File: src/rtl/e1rm_pkg.sv
package e1rm_pkg;

    typedef enum logic [2:0] {
        FP_FRAME    = 3'd0,
        FP_CRC_MF   = 3'd1,
        FP_SIG_MF   = 3'd2,
        FP_ANY_MF   = 3'd3,
        FP_OVERHEAD = 3'd4
    } fp_kind_e;

    typedef struct packed {
        logic sclk;
        logic sfp;
        logic sdat;
        logic ssig;
    } line_out_t;

    // Position views: the clock, the data and the pulse each look at a
    // slightly different half-bit position.
    localparam int unsigned VIEW_CLK  = 0;
    localparam int unsigned VIEW_DAT  = 1;
    localparam int unsigned VIEW_FP   = 2;
    localparam int unsigned NUM_VIEWS = 3;

endpackage

File: src/rtl/e1rm_half_counter.sv
module e1rm_half_counter #(
    parameter int unsigned TOTAL = 8192,
    parameter int unsigned POS_W = 13
) (
    input  logic             clk,
    input  logic             rst,
    output logic [POS_W-1:0] pos_q,
    output logic [POS_W-1:0] pos_d
);
    localparam logic [POS_W-1:0] LAST = POS_W'(TOTAL - 1);

    always_comb begin
        pos_d = (pos_q == LAST) ? '0 : pos_q + 1'b1;
    end

    always_ff @(posedge clk) begin
        if (rst) pos_q <= '0;
        else     pos_q <= pos_d;
    end
endmodule

File: src/rtl/e1rm_slot_decode.sv
module e1rm_slot_decode #(
    parameter int unsigned TS_BITS = 8,
    parameter int unsigned NUM_TS  = 32,
    parameter int unsigned POS_W   = 13,
    parameter int unsigned BIT_W   = 3,
    parameter int unsigned TS_W    = 5,
    parameter int unsigned MF_W    = 4
) (
    input  logic [POS_W-1:0] pos,
    output logic [BIT_W-1:0] bit_idx,
    output logic [TS_W-1:0]  ts_idx,
    output logic [MF_W-1:0]  frm_idx
);
    localparam logic [POS_W-1:0] TSB     = POS_W'(TS_BITS);
    localparam logic [POS_W-1:0] NTS     = POS_W'(NUM_TS);
    localparam logic [POS_W-1:0] FRM_LEN = POS_W'(TS_BITS * NUM_TS);

    logic [POS_W-1:0] bit_num;

    always_comb begin
        bit_num = pos >> 1;
        bit_idx = BIT_W'(bit_num % TSB);
        ts_idx  = TS_W'((bit_num / TSB) % NTS);
        frm_idx = MF_W'(bit_num / FRM_LEN);
    end
endmodule

File: src/rtl/e1rm_gap_ctrl.sv
module e1rm_gap_ctrl #(
    parameter int unsigned NUM_TS  = 32,
    parameter int unsigned TS_BITS = 8,
    parameter int unsigned TS_W    = 5,
    parameter int unsigned BIT_W   = 3
) (
    input  logic              gap_en,
    input  logic              gap_ts,
    input  logic              gap_b8,
    input  logic [NUM_TS-1:0] gap_mask,
    input  logic [TS_W-1:0]   ts_idx,
    input  logic [BIT_W-1:0]  bit_idx,
    output logic              gapped
);
    localparam logic [BIT_W-1:0] LAST_BIT = BIT_W'(TS_BITS - 1);

    logic slot_sel;
    logic last_bit;

    always_comb begin
        slot_sel = gap_mask[ts_idx];
        last_bit = (bit_idx == LAST_BIT);
        // Whole-slot gapping covers the bit-8 case, so it wins when both are set.
        gapped   = gap_en & slot_sel & (gap_ts | (gap_b8 & last_bit));
    end
endmodule

File: src/rtl/e1rm_fp_decode.sv
module e1rm_fp_decode
    import e1rm_pkg::*;
#(
    parameter int unsigned NUM_TS = 32,
    parameter int unsigned TS_W   = 5,
    parameter int unsigned BIT_W  = 3,
    parameter int unsigned MF_W   = 4
) (
    input  logic [2:0]       fp_sel,
    input  logic [MF_W-1:0]  smf_align,
    input  logic [TS_W-1:0]  ts_idx,
    input  logic [BIT_W-1:0] bit_idx,
    input  logic [MF_W-1:0]  frm_idx,
    output logic             active
);
    localparam logic [TS_W-1:0] MID_TS = TS_W'(NUM_TS / 2);

    logic frame_start;
    logic crc_start;
    logic sig_start;
    logic overhead;

    always_comb begin
        frame_start = (ts_idx == '0) && (bit_idx == '0);
        crc_start   = frame_start && (frm_idx == '0);
        sig_start   = frame_start && (frm_idx == smf_align);
        overhead    = (ts_idx == '0) || (ts_idx == MID_TS);
        case (fp_sel)
            FP_FRAME:    active = frame_start;
            FP_CRC_MF:   active = crc_start;
            FP_SIG_MF:   active = sig_start;
            FP_ANY_MF:   active = crc_start | sig_start;
            FP_OVERHEAD: active = overhead;
            default:     active = 1'b0;
        endcase
    end
endmodule

File: src/rtl/e1rm_rx_master_timing.sv
module e1rm_rx_master_timing
    import e1rm_pkg::*;
#(
    parameter int unsigned NUM_TS   = 32,
    parameter int unsigned TS_BITS  = 8,
    parameter int unsigned SIG_BITS = 4,
    parameter int unsigned MF_LEN   = 16,
    localparam int unsigned BIT_W   = $clog2(TS_BITS),
    localparam int unsigned TS_W    = $clog2(NUM_TS),
    localparam int unsigned MF_W    = $clog2(MF_LEN),
    localparam int unsigned SIG_W   = $clog2(SIG_BITS)
) (
    input  logic                clk,
    input  logic                rst,
    input  logic                gap_en,
    input  logic                gap_ts,
    input  logic                gap_b8,
    input  logic [NUM_TS-1:0]   gap_mask,
    input  logic [2:0]          fp_sel,
    input  logic                fp_inv,
    input  logic                fp_edge,
    input  logic                dat_edge,
    input  logic [MF_W-1:0]     smf_align,
    output logic [TS_W-1:0]     fetch_ts,
    output logic [MF_W-1:0]     fetch_frm,
    input  logic [TS_BITS-1:0]  fetch_data,
    input  logic [SIG_BITS-1:0] fetch_sig,
    output logic                sclk_o,
    output logic                sfp_o,
    output logic                sdat_o,
    output logic                ssig_o
);
    localparam int unsigned HALF_TOTAL = 2 * NUM_TS * TS_BITS * MF_LEN;
    localparam int unsigned POS_W      = $clog2(HALF_TOTAL);
    localparam logic [POS_W-1:0] LAST  = POS_W'(HALF_TOTAL - 1);
    localparam logic [POS_W-1:0] ONE   = POS_W'(1);
    localparam logic [BIT_W-1:0] TOP_BIT = BIT_W'(TS_BITS - 1);
    localparam logic [BIT_W-1:0] SIG_SPAN = BIT_W'(SIG_BITS);
    localparam logic [SIG_W-1:0] SIG_TOP = SIG_W'(SIG_BITS - 1);

    logic [POS_W-1:0] pos_q;
    logic [POS_W-1:0] pos_d;

    e1rm_half_counter #(.TOTAL(HALF_TOTAL), .POS_W(POS_W)) u_cnt (
        .clk   (clk),
        .rst   (rst),
        .pos_q (pos_q),
        .pos_d (pos_d)
    );

    // Next-half positions as seen by each view: data lags by one half
    // on the rising-edge select, the pulse leads by one half.
    logic [POS_W-1:0] view_pos [NUM_VIEWS];
    logic [BIT_W-1:0] bit_v    [NUM_VIEWS];
    logic [TS_W-1:0]  ts_v     [NUM_VIEWS];
    logic [MF_W-1:0]  frm_v    [NUM_VIEWS];
    logic             gap_v    [VIEW_FP];

    always_comb begin
        view_pos[VIEW_CLK] = pos_d;
        if (dat_edge && (pos_d == '0)) view_pos[VIEW_DAT] = LAST;
        else if (dat_edge)             view_pos[VIEW_DAT] = pos_d - ONE;
        else                           view_pos[VIEW_DAT] = pos_d;
        if (fp_edge && (pos_d == LAST)) view_pos[VIEW_FP] = '0;
        else if (fp_edge)               view_pos[VIEW_FP] = pos_d + ONE;
        else                            view_pos[VIEW_FP] = pos_d;
    end

    for (genvar v = 0; v < NUM_VIEWS; v++) begin : g_view
        e1rm_slot_decode #(
            .TS_BITS(TS_BITS), .NUM_TS(NUM_TS), .POS_W(POS_W),
            .BIT_W(BIT_W), .TS_W(TS_W), .MF_W(MF_W)
        ) u_dec (
            .pos     (view_pos[v]),
            .bit_idx (bit_v[v]),
            .ts_idx  (ts_v[v]),
            .frm_idx (frm_v[v])
        );
        if (v < VIEW_FP) begin : g_gap
            e1rm_gap_ctrl #(
                .NUM_TS(NUM_TS), .TS_BITS(TS_BITS), .TS_W(TS_W), .BIT_W(BIT_W)
            ) u_gap (
                .gap_en   (gap_en),
                .gap_ts   (gap_ts),
                .gap_b8   (gap_b8),
                .gap_mask (gap_mask),
                .ts_idx   (ts_v[v]),
                .bit_idx  (bit_v[v]),
                .gapped   (gap_v[v])
            );
        end
    end

    logic unused_clk_frm;
    assign unused_clk_frm = ^frm_v[VIEW_CLK];

    logic fp_active;

    e1rm_fp_decode #(
        .NUM_TS(NUM_TS), .TS_W(TS_W), .BIT_W(BIT_W), .MF_W(MF_W)
    ) u_fp (
        .fp_sel    (fp_sel),
        .smf_align (smf_align),
        .ts_idx    (ts_v[VIEW_FP]),
        .bit_idx   (bit_v[VIEW_FP]),
        .frm_idx   (frm_v[VIEW_FP]),
        .active    (fp_active)
    );

    assign fetch_ts  = ts_v[VIEW_DAT];
    assign fetch_frm = frm_v[VIEW_DAT];

    line_out_t out_q;
    line_out_t out_d;
    logic [BIT_W-1:0] dat_sel;
    logic [SIG_W-1:0] sig_sel;

    always_comb begin
        out_d   = out_q;
        dat_sel = TOP_BIT - bit_v[VIEW_DAT];
        sig_sel = SIG_TOP - SIG_W'(bit_v[VIEW_DAT]);
        out_d.sclk = pos_d[0] & ~gap_v[VIEW_CLK];
        out_d.sfp  = fp_active ^ fp_inv;
        if (gap_v[VIEW_DAT]) begin
            out_d.sdat = 1'b0;
            out_d.ssig = 1'b0;
        end else begin
            out_d.sdat = fetch_data[dat_sel];
            out_d.ssig = (bit_v[VIEW_DAT] < SIG_SPAN) ? fetch_sig[sig_sel] : 1'b0;
        end
    end

    always_ff @(posedge clk) begin
        if (rst) out_q <= '0;
        else     out_q <= out_d;
    end

    assign sclk_o = out_q.sclk;
    assign sfp_o  = out_q.sfp;
    assign sdat_o = out_q.sdat;
    assign ssig_o = out_q.ssig;

    // Configuration bundle used to qualify the stability checks below.
    logic [NUM_TS+MF_W+7:0] cfg_bus;
    assign cfg_bus = {gap_en, gap_ts, gap_b8, gap_mask, fp_sel, fp_inv, smf_align};


    sclk_single_high_chk: assert property (@(posedge clk) disable iff (rst)
        sclk_o |=> !sclk_o);


    ungapped_toggle_chk: assert property (@(posedge clk) disable iff (rst)
        (!gap_en && $past(!gap_en) && !sclk_o) |=> sclk_o);


    data_half_stable_chk: assert property (@(posedge clk) disable iff (rst)
        (!$past(rst) && !$past(rst, 2) && !$past(dat_edge) && !$past(dat_edge, 2)
         && ($past(cfg_bus) == $past(cfg_bus, 2)) && pos_q[0])
        |-> $stable({sdat_o, ssig_o}));


    pulse_half_stable_chk: assert property (@(posedge clk) disable iff (rst)
        (!$past(rst) && !$past(rst, 2) && ($past(fp_edge) == $past(fp_edge, 2))
         && ($past(cfg_bus) == $past(cfg_bus, 2)) && (pos_q[0] != $past(fp_edge)))
        |-> $stable(sfp_o));


    pulse_unused_code_chk: assert property (@(posedge clk) disable iff (rst)
        (fp_sel > 3'd4) |=> (sfp_o == $past(fp_inv)));

endmodule

File: config.mk
export PLATFORM = sky130hd
export DESIGN_NAME = e1rm_rx_master_timing
export DESIGN_NICKNAME = d
export VERILOG_FILES = /design/src/rtl/e1rm_pkg.sv /design/src/rtl/e1rm_half_counter.sv /design/src/rtl/e1rm_slot_decode.sv /design/src/rtl/e1rm_gap_ctrl.sv /design/src/rtl/e1rm_fp_decode.sv /design/src/rtl/e1rm_rx_master_timing.sv
export SDC_FILE = /design/constraint.sdc
export NUM_CORES = 1
export LEC_CHECK = 0
export BUFFER_PORTS_ARGS = -buffer_cell sky130_fd_sc_hd__clkbuf_2
export CORE_UTILIZATION = 50
export CTS_BUF_LIST = sky130_fd_sc_hd__clkbuf_4
export CTS_CLUSTER_SIZE = 30
export DETAILED_ROUTE_END_ITERATION = 10
export PLACE_DENSITY = 0.8
export REMOVE_ABC_BUFFERS = 1
export SLEW_MARGIN = 5
export SYNTH_ARGS = -nofsm -noshare
export SYNTH_HDL_FRONTEND = slang
export SYNTH_SLANG_ARGS = --single-unit
File: constraint.sdc
create_clock -name clk -period 4.4 [get_ports clk]
set_clock_uncertainty 0.2 [all_clocks]
set_input_delay 0.44 -clock clk [delete_from_list [all_inputs] [get_ports clk]]
set_output_delay 0.44 -clock clk [all_outputs]
set_load 0.02 [all_outputs]
Word level (Yosys, flattened, before mapping)
Index checks and enable logic that the tools add are counted.
{"block": "classes", "n_bitwise": 13, "magnitude_cmp": 5, "addsub": 5, "n_reduce_logical": 13, "eq_ne": 10, "n_mux": 14}
{"op": "13-bit two-way mux", "count": 5}
{"op": "13-bit by 1-bit adder with 13-bit output (second input constant)", "count": 2}
{"op": "13-bit == test (second input constant)", "count": 2}
{"op": "13-bit logical NOT", "count": 1}
{"op": "13-bit by 1-bit subtractor with 13-bit output (second input constant)", "count": 1}
{"op": "5-bit by 6-bit < comparator with 1-bit output (second input constant)", "count": 2}
{"op": "1-bit binary-select mux with 5-bit select", "count": 2}
{"op": "3-bit == test (second input constant)", "count": 3}
{"op": "1-bit AND", "count": 7}
{"op": "3-bit by 2-bit == test with 1-bit output (second input constant)", "count": 2}
{"op": "3-bit logical NOT", "count": 2}
{"op": "5-bit == test (second input constant)", "count": 1}
{"op": "1-bit logical AND", "count": 5}
{"op": "5-bit logical NOT", "count": 1}
{"op": "1-bit one-hot mux with 5 select lines", "count": 1}
{"op": "4-bit == test", "count": 1}
{"op": "4-bit logical NOT", "count": 1}
{"op": "3-bit by 4-bit < comparator with 1-bit output (second input constant)", "count": 1}
{"op": "1-bit two-way mux", "count": 4}
{"op": "1-bit binary-select mux with 3-bit select", "count": 1}
{"op": "3-bit by 1-bit == test with 1-bit output (second input constant)", "count": 1}
{"op": "2-bit by 3-bit < comparator with 1-bit output (second input constant)", "count": 1}
{"op": "3-bit < comparator (second input constant)", "count": 1}
{"op": "1-bit bitwise OR", "count": 3}
{"op": "8 further kinds", "count": 9}
{"block": "word_totals", "in_bits": 59, "register_bits": 17}

Depth between registers and ports, before layout
Gate-level depths: netlist of the first run.
{"block": "depth", "ltp_word": 11, "mapped_depth": 14, "mapped_depth_nobuf": 12}

Hierarchy
A second synthesis of the first run with hierarchy kept.
{"block": "hier_totals", "cells_unflattened": 274, "hier_area_um2": 2466.1}
{"module": "e1rm_rx_master_timing", "area_each_um2": 870.8, "n_inst": 1, "cells_per_inst": 119, "seq_area_each_um2": 80.1}
{"module": "e1rm_gap_ctrl", "area_each_um2": 306.5, "n_inst": 2, "cells_per_inst": 19, "seq_area_each_um2": 0.0}
{"module": "e1rm_half_counter", "area_each_um2": 608.1, "n_inst": 1, "cells_per_inst": 69, "seq_area_each_um2": 260.2}
{"module": "e1rm_slot_decode", "area_each_um2": 90.1, "n_inst": 3, "cells_per_inst": 12, "seq_area_each_um2": 0.0}
{"module": "e1rm_fp_decode", "area_each_um2": 103.8, "n_inst": 1, "cells_per_inst": 12, "seq_area_each_um2": 0.0}

Worst setup path before layout of the first run
No wires, ideal clock.
{"block": "synth_path", "path_kind": "reg-to-reg", "from": "register u_cnt.pos_q[1]", "to": "register out_q (netlist bit sdat_o)", "required_ps": 4072, "path_buffers": 2, "setup_ps": 128, "period_less_slack_ps": 3360, "slack_ps": 1040, "stages_incl_launch_ff": 14, "t_arrival_ps": 3033, "path_cell_list": "dfxtp_1 ha_1 clkbuf_2 nand4_4 or4_4 buf_6 a211o_1 nor2_2 and3_4 nor2_2 nor4_1 o41ai_2 and4b_1 nor3_1"}
{"block": "synth_via", "elab_chain_cells": 10, "word_cells_on_any_way": 19}
{"element": "from (decl)", "line_no": "e1rm_half_counter.sv:7", "text": "output logic [POS_W-1:0] pos_q,"}
{"element": "from (signal assigned)", "line_no": "e1rm_half_counter.sv:18", "text": "else pos_q <= pos_d;"}
{"element": "13-bit by 1-bit adder with 13-bit output or 13-bit == test (tied branches)", "line_no": "e1rm_half_counter.sv:13", "text": "pos_d = (pos_q == LAST) ? '0 : pos_q + 1'b1;"}
{"element": "13-bit two-way mux *", "line_no": "e1rm_half_counter.sv:13"}
{"element": "13-bit by 1-bit subtractor with 13-bit output or 13-bit logical NOT (tied branches)", "line_no": "e1rm_rx_master_timing.sv:62, e1rm_rx_master_timing.sv:61"}
{"element": "13-bit two-way mux or 1-bit logical AND (tied branches)", "line_no": "e1rm_rx_master_timing.sv:62, e1rm_rx_master_timing.sv:61"}
{"element": "13-bit two-way mux *", "line_no": "e1rm_rx_master_timing.sv:61", "text": "if (dat_edge && (pos_d == '0)) view_pos[VIEW_DAT] = LAST;"}
{"element": "1-bit binary-select mux with 5-bit select or 3-bit == test (tied branches)", "line_no": "e1rm_gap_ctrl.sv:21, e1rm_gap_ctrl.sv:22"}
{"element": "1-bit two-way mux (implied by the code) or 1-bit AND (tied branches)", "line_no": "e1rm_gap_ctrl.sv:21, e1rm_gap_ctrl.sv:24"}
{"element": "1-bit AND or 1-bit bitwise OR (tied branches)", "line_no": "e1rm_gap_ctrl.sv:24", "text": "gapped = gap_en & slot_sel & (gap_ts | (gap_b8 & last_bit));"}
{"element": "1-bit AND", "line_no": "e1rm_gap_ctrl.sv:24"}
{"element": "2-bit OR reduction (no line)"}
{"element": "to (signal assigned)", "line_no": "e1rm_rx_master_timing.sv:135", "text": "else out_q <= out_d;"}
{"element": "to (decl)", "line_no": "e1rm_rx_master_timing.sv:113", "text": "line_out_t out_q;"}
Every way passes the cells marked *; elsewhere a longest branch is shown, timed or not. The select of a mux whose other input is x is not followed.
A chain may end at the register's enable or synchronous reset.

Worst setup path after layout of the first run
{"block": "layout_path", "from": "register u_cnt.pos_q[0]", "to": "output fetch_frm[3]"}
{"block": "layout_via", "elab_chain_cells": 5, "word_cells_on_any_way": 8}
{"element": "13-bit by 1-bit adder with 13-bit output or 13-bit == test (tied branches)", "line_no": "e1rm_half_counter.sv:13"}
{"element": "13-bit two-way mux *", "line_no": "e1rm_half_counter.sv:13"}
{"element": "13-bit by 1-bit subtractor with 13-bit output or 13-bit logical NOT (tied branches)", "line_no": "e1rm_rx_master_timing.sv:62, e1rm_rx_master_timing.sv:61"}
{"element": "13-bit two-way mux or 1-bit logical AND (tied branches)", "line_no": "e1rm_rx_master_timing.sv:62, e1rm_rx_master_timing.sv:61"}
{"element": "13-bit two-way mux *", "line_no": "e1rm_rx_master_timing.sv:61"}
{"element": "to (decl)", "line_no": "e1rm_rx_master_timing.sv:25", "text": "output logic [MF_W-1:0] fetch_frm,"}
Every way passes the cells marked *; elsewhere a longest branch is shown, timed or not.

==> results of run 1 <==
==> final cells by class <==
cell class | count | area share, %
clock buffers | 4 | 1.03
inverters | 5 | 0.687
multi-input cells | 284 | 69.7
flip-flops and latches | 17 | 11.7
well taps | 67 | 2.88
repair buffers | 78 | 14.0
==> per-layer routing <==
metal | part of all wire (%) | vias to the layer above | global-route usage (%)
li1 | - | 1380 | -
met1 | 45 | 1312 | 39.2
met2 | 47 | 142 | 46.2
met3 | 7.3 | 14 | 3.87
met4 | 1.1 | 0 | 7.41
met5 | 0 | - | 0
==> logic make-up (layout without fill, tap and decap cells) <==
| family | after synthesis | in the layout | share of synthesized area, % |
|---|---|---|---|
| simple gates | 144 | 144 | 29.8 |
| compound gates | 83 | 83 | 23.7 |
| buf+inv | 30 | 87 | 6.56 |
| xor+xnor | 28 | 28 | 10.3 |
| mux | 26 | 26 | 14.8 |
| flops | 17 | 17 | 13.4 |
| fa+ha+maj | 3 | 3 | 1.48 |
==> cells in the final DEF (no fill, tap or decap), types with 3 or more instances in the layout <==
cell type  count
clkbuf_2      71
nand2_1       40
nor2_1        26
xnor2_1       19
dfxtp_1       17
o21ai_0       15
mux2i_1       15
nand3_1       14
nor3_1        13
a21oi_1       11
nand4_1        9
mux4_2         9
nor4_1         7
xor2_1         7
buf_4          7
a31oi_1        6
a211oi_1       6
nor2b_1        6
inv_1          4
and3_1         4
o31ai_1        4
o221ai_1       4
o22ai_1        4
clkbuf_4       4
or3_1          3
nor2_2         3
o21ai_1        3
o21a_1         3
ha_1           3
==> timing repair <==
item | in CTS | in global routing
setup buffers | 0 | 0
setup endpoints to repair | 0 | 2
gates resized for setup | 0 | 1
==> state kept, by name, indices dropped and copies added (netlist names) <==
register     cells
ssig_o           1
u_cnt.pos_q     13
sclk_o           1
sdat_o           1
sfp_o            1
==> worst paths after layout <==
kind                   startpoint              end  slack, ns  depth (start not counted)
setup reg to reg   u_cnt.pos_q[0]           sdat_o       0.44                         12
hold reg to reg   u_cnt.pos_q[12]  u_cnt.pos_q[12]       0.57                          2
setup / recovery   u_cnt.pos_q[0]     fetch_frm[3]       0.21                          8
hold / removal             fp_inv            sfp_o       0.23                          3
==> where the power goes <==
part | internal, W | total [W] | switching (W)
Combinational | 0.0000770 | 0.000168 | 0.0000911
Clock | 0.0000417 | 0.000102 | 0.0000598
Sequential | 0.000161 | 0.000169 | 0.00000806
Total | 0.000279 | 0.000438 | 0.000159
==> per-stage QoR <==
stage               util (%)  cells  setup slack [ns]  cell area [µm²]
global placement        59.8    451             0.573             2880
floorplan                  -    306             0.679             2390
CTS                     60.5    455             0.226             2910
global route            60.5    455            0.0523             2910
detailed placement      59.8    451             0.537             2880
finish                  60.5    455             0.212             2910
==> worst register-to-register path, cell delays in order (launching register included) <==
cell and delay [ns]:
dfxtp_1 0.56, ha_1 0.41, nand4_4 0.20, nor4_2 0.63, o21ai_1 0.22, xor2_2 0.15
buf_4 0.27, o22ai_1 0.11, o21ai_0 0.30, mux2i_1 0.13, o311ai_0 0.31, and4b_1 0.30
nor3_1 0.06
==> flow_metrics.tcl, run 1 <==
set metrics [dict create \
    clock_latency_ns 0.32 \
    dp_hpwl_um 5930 \
    p_leak_nw 1.23 \
    rows 25 \
    synthCells 331 \
    wire_per_inst_um 16.2 \
    fmax_mhz 239 \
    max_cap_violations 0 \
    pin_count 72 \
    ys_ff_latch 17 \
    grt_pass1_wl_um 11800 \
    synth_common_cells "nand2_1 (40), nor2_1 (26), xnor2_1 (19)" \
    cts-root-buf "clkbuf_4" \
    hold_ws_ns 0.228 \
    total_power_w 0.000438 \
    slowest_delay_ns 0.65 \
    critPathCaptureType "output port" \
    layout-drive-gt1-share_pct 28.1 \
    syn-cell-area_um2 2540 \
    required_ns 3.76 \
    synth-main-ff-cell "dfxtp_1" \
    synth_top_area_share_pct 13.4 \
    status "finished, final reports clean" \
    num_vias 2848 \
    synth_area_leader_cell "dfxtp_1" \
    critPathLaunchType "flip-flop" \
    grt.overflow.total 0 \
    htree_levels 1 \
    synth_edf_count 0 \
    via_per_inst 6.26 \
    design.core.area_um2 4820 \
    grt_pass1_vias 2536 \
    grt_use_total_pct 28.4 \
    synthArstFlopShare_pct 0 \
    power.density_nw_per_um2 150 \
    path_buf_inv 1 \
    routed_wl_um 7380 \
    worstPathArrival_ns 3.55 \
    clock_path_buffers 2 \
    cts_tree "done" \
    slew_viol_final 0 \
    timing.slew.headroom_pct 35.1 \
    ys_seq_area_share_pct 13.4 \
    routabilityCongestion 0.974 \
    drt-initial-drc-count 283 \
    tns_ns 0 \
    finalSetupViolations 0 \
    avgSynthCellArea_um2 7.67 \
    critPathTopFamily "simple AND/OR/NAND/NOR gates" \
    antenna_found_initial 0 \
    ant_nets 0 \
    worst-setup-path-type "flip-flop to output port" \
    ir_drop_v 0.0000966 \
    yosysMostFrequentCell "nand2_1" \
    drc 0 \
    cts_made_buffers 3 \
    multi_input_area_um2 2030 \
    finalCriticalPeriod_ns 4.19 \
    clock_sinks 17 \
    cts_hold_buf 0 \
    critPathSlowestCell "or4_4" \
    hold_violations 0 \
    antenna_cells 0 \
    die_w_um 73.2 \
    fill_cells 482 \
    critical_path_peak_fanout 13 \
    area_delta_synth_final_pct 14.8 \
    netlist_top_cells_area "dfxtp_1 (13%), mux4_2 (8.0%), xnor2_1 (6.6%)" \
    fp.dieH_um 73.2 \
    ys_warn_count 0 \
    crit_chain "ha_1, nand4_4, or4_4, a211o_1, nor4_1, nand3_1, xor2_1, clkbuf_2" \
    die-area_um2 5360 \
    hold_class "input port to flip-flop" \
    ys_types 71 \
    period_share_pct 95.2 \
    final_net_count 451 \
    grt_setup_unrepaired "no" \
    drt_pass1_iterations 5 \
    worst_pin_slew_ns 0.967 \
    grt_max_degree 20 \
    initial_core_util_pct 52.7 \
    regArea_um2 340 \
    port_buffers 71 \
    clkTransAtPathRegs_ns 0.12 \
]
Power figures use the tool's default switching activity.
==> inputs of run 2 (changes only) <==
Settings changed: CORE_UTILIZATION 50 to 55, PLACE_DENSITY 0.8 to 0.87, TNS_END_PERCENT from default to 50.
==> run 2 against run 1 <==
Against the previous run:
- design area shrank 0.99%
- routed wire length is the same
- highest routed layer unchanged
- flip-flop and latch count is the same
- critical path type unchanged
- hold slack lost 0.0075 ns
- largest power group unchanged
- sequential power is essentially flat
- die area shrank 8.9%
- global-route usage grew 1.0 points
- critical path depth is the same
- cell count shrank 3.5%
==> flow_metrics.tcl, run 2 (synthesis gave the netlist of run 1 again) <==
set metrics [dict create \
    post_cts_resized 0 \
    tns_ns 0 \
    grt_pass1_wl_um 11800 \
    place_inst 435 \
    power_switching_w 0.000158 \
    critPathCaptureType "output port" \
    required_ns 3.76 \
    clock_latency_ns 0.31 \
    combPwrFrac_pct 38.8 \
    htree_levels 1 \
    antenna_cells 0 \
    final_net_count 450 \
    cts-root-buf "clkbuf_4" \
    initial_core_util_pct 57.9 \
    design.core.area_um2 4380 \
    die-area_um2 4890 \
    slew_viol_final 0 \
    crit_chain "ha_1, nand4_4, or4_4, a211o_1, nor4_1, nand3_1, xor2_1, clkbuf_2" \
    critPathSlowestCell "or4_4" \
    layout-drive-gt1-share_pct 27.9 \
    fmax_mhz 239 \
    mostFrequentLayoutCell "clkbuf_2" \
    slowest_delay_ns 0.66 \
    regMostFlops "u_cnt.pos_q" \
    drt_pass1_iterations 5 \
    dpl_cell_area_um2 2860 \
    antenna_found_initial 0 \
    dp_hpwl_um 5900 \
    port_buffers 71 \
    postLayoutCoreUtil_pct 65.8 \
    layout_setup_ws_ns 0.207 \
    period_share_pct 95.3 \
    rows 24 \
    cts_made_buffers 3 \
    p_leak_nw 1.22 \
    drt-initial-drc-count 266 \
    clkPwrFrac_pct 21.7 \
    critPathLaunchType "flip-flop" \
    hold_class "input port to flip-flop" \
    power.density_nw_per_um2 148 \
    worst-setup-path-type "flip-flop to output port" \
    grt_pass1_vias 2587 \
    place_ws_ns 0.519 \
    status "finished, final reports clean" \
    area_delta_synth_final_pct 13.7 \
    grt_setup_unrepaired "no" \
    postCtsSetupBuffers 0 \
    power_frac_seq_pct 39.5 \
    ant_nets 0 \
    cts_hold_buf 0 \
    drc 0 \
    routed_wl_um 7380 \
    cts_tree "done" \
    grt_max_degree 20 \
    hold_violations 0 \
    finalSetupViolations 0 \
    fp.dieH_um 69.9 \
    largest_register_ffs 13 \
    via_per_inst 6.46 \
    num_vias 2834 \
    grt_use_total_pct 29.4 \
    grt.overflow.total 0 \
    die_w_um 69.9 \
    design_area_um2 2890 \
    max_cap_violations 0 \
    clkTransAtPathRegs_ns 0.12 \
    routabilityCongestion 1.00 \
    clock_path_buffers 2 \
    worst_pin_slew_ns 0.910 \
    wire_per_inst_um 16.8 \
    stdcell_count 439 \
    ir_drop_v 0.000165 \
    finalCriticalPeriod_ns 4.19 \
    p_int_w 0.000270 \
    timing.slew.headroom_pct 38.9 \
    clock_sinks 17 \
    pin_count 72 \
    worstPathArrival_ns 3.55 \
    swShare_pct 36.8 \
    final_cell_mix "clkbuf_2 (71), nand2_1 (40), nor2_1 (26), xnor2_1 (19), dfxtp_1 (17)" \
    critical_path_peak_fanout 13 \
]
[run 2: power groups by stage]
| stage | Sequential [W] | Combinational (W) | Clock [W] |
|---|---|---|---|
| floorplan | 0.000176 | 0.0000954 | 0 |
| global placement | 0.000172 | 0.000161 | 0 |
| detailed placement | 0.000172 | 0.000163 | 0 |
| CTS | 0.000169 | 0.000164 | 0.0000938 |
| global route | 0.000170 | 0.000180 | 0.000102 |
| finish | 0.000169 | 0.000166 | 0.0000931 |
[run 2: area by class of cell]
class	count	area (µm²)
clock inverter	1	5.00
timing repair buffer	77	400
fill	386	1500
sequential	17	340
clock buffer	3	22.5
multi-input combinational	284	2030
inverter	5	20.0
tap	52	65.1
[run 2: worst paths after layout]
kind / slack (ns) / depth (start not counted) / startpoint / endpoint
setup reg to reg: 0.50 / 11 / u_cnt.pos_q[0] / sfp_o
setup / recovery: 0.21 / 8 / u_cnt.pos_q[0] / fetch_frm[3]
hold / removal: 0.22 / 3 / gap_en / sclk_o
hold reg to reg: 0.58 / 2 / u_cnt.pos_q[12] / u_cnt.pos_q[12]
[run 2: per-layer routing]
layer	GRT usage, %	vias up	part of all wire, %
li1	-	1369	-
met3	4.47	18	8.1
met4	6.89	0	1.8
met2	47.4	160	45
met5	0	-	0
met1	41.2	1287	45
[run 2: critical path, delay by kind of cell (launching register included)]
family | cells | cell delay (ns)
xor gates and xnor gates | 1 | 0.18
buffers and inverters | 1 | 0.18
and+or+nand+nor | 4 | 1.52
adders and majority gates | 1 | 0.41
DFF | 1 | 0.57
AOI/OAI and AO/OA | 1 | 0.38
[run 2: metrics by stage]
step | hold WS, ns | power (W)
3_5_place_dp | 0.547 | 0.000335
5_1_grt | 0.248 | 0.000452
3_3_place_gp | 0.526 | 0.000333
2_1_floorplan | 0.307 | 0.000271
4_1_cts | 0.225 | 0.000426
6_report | 0.221 | 0.000428
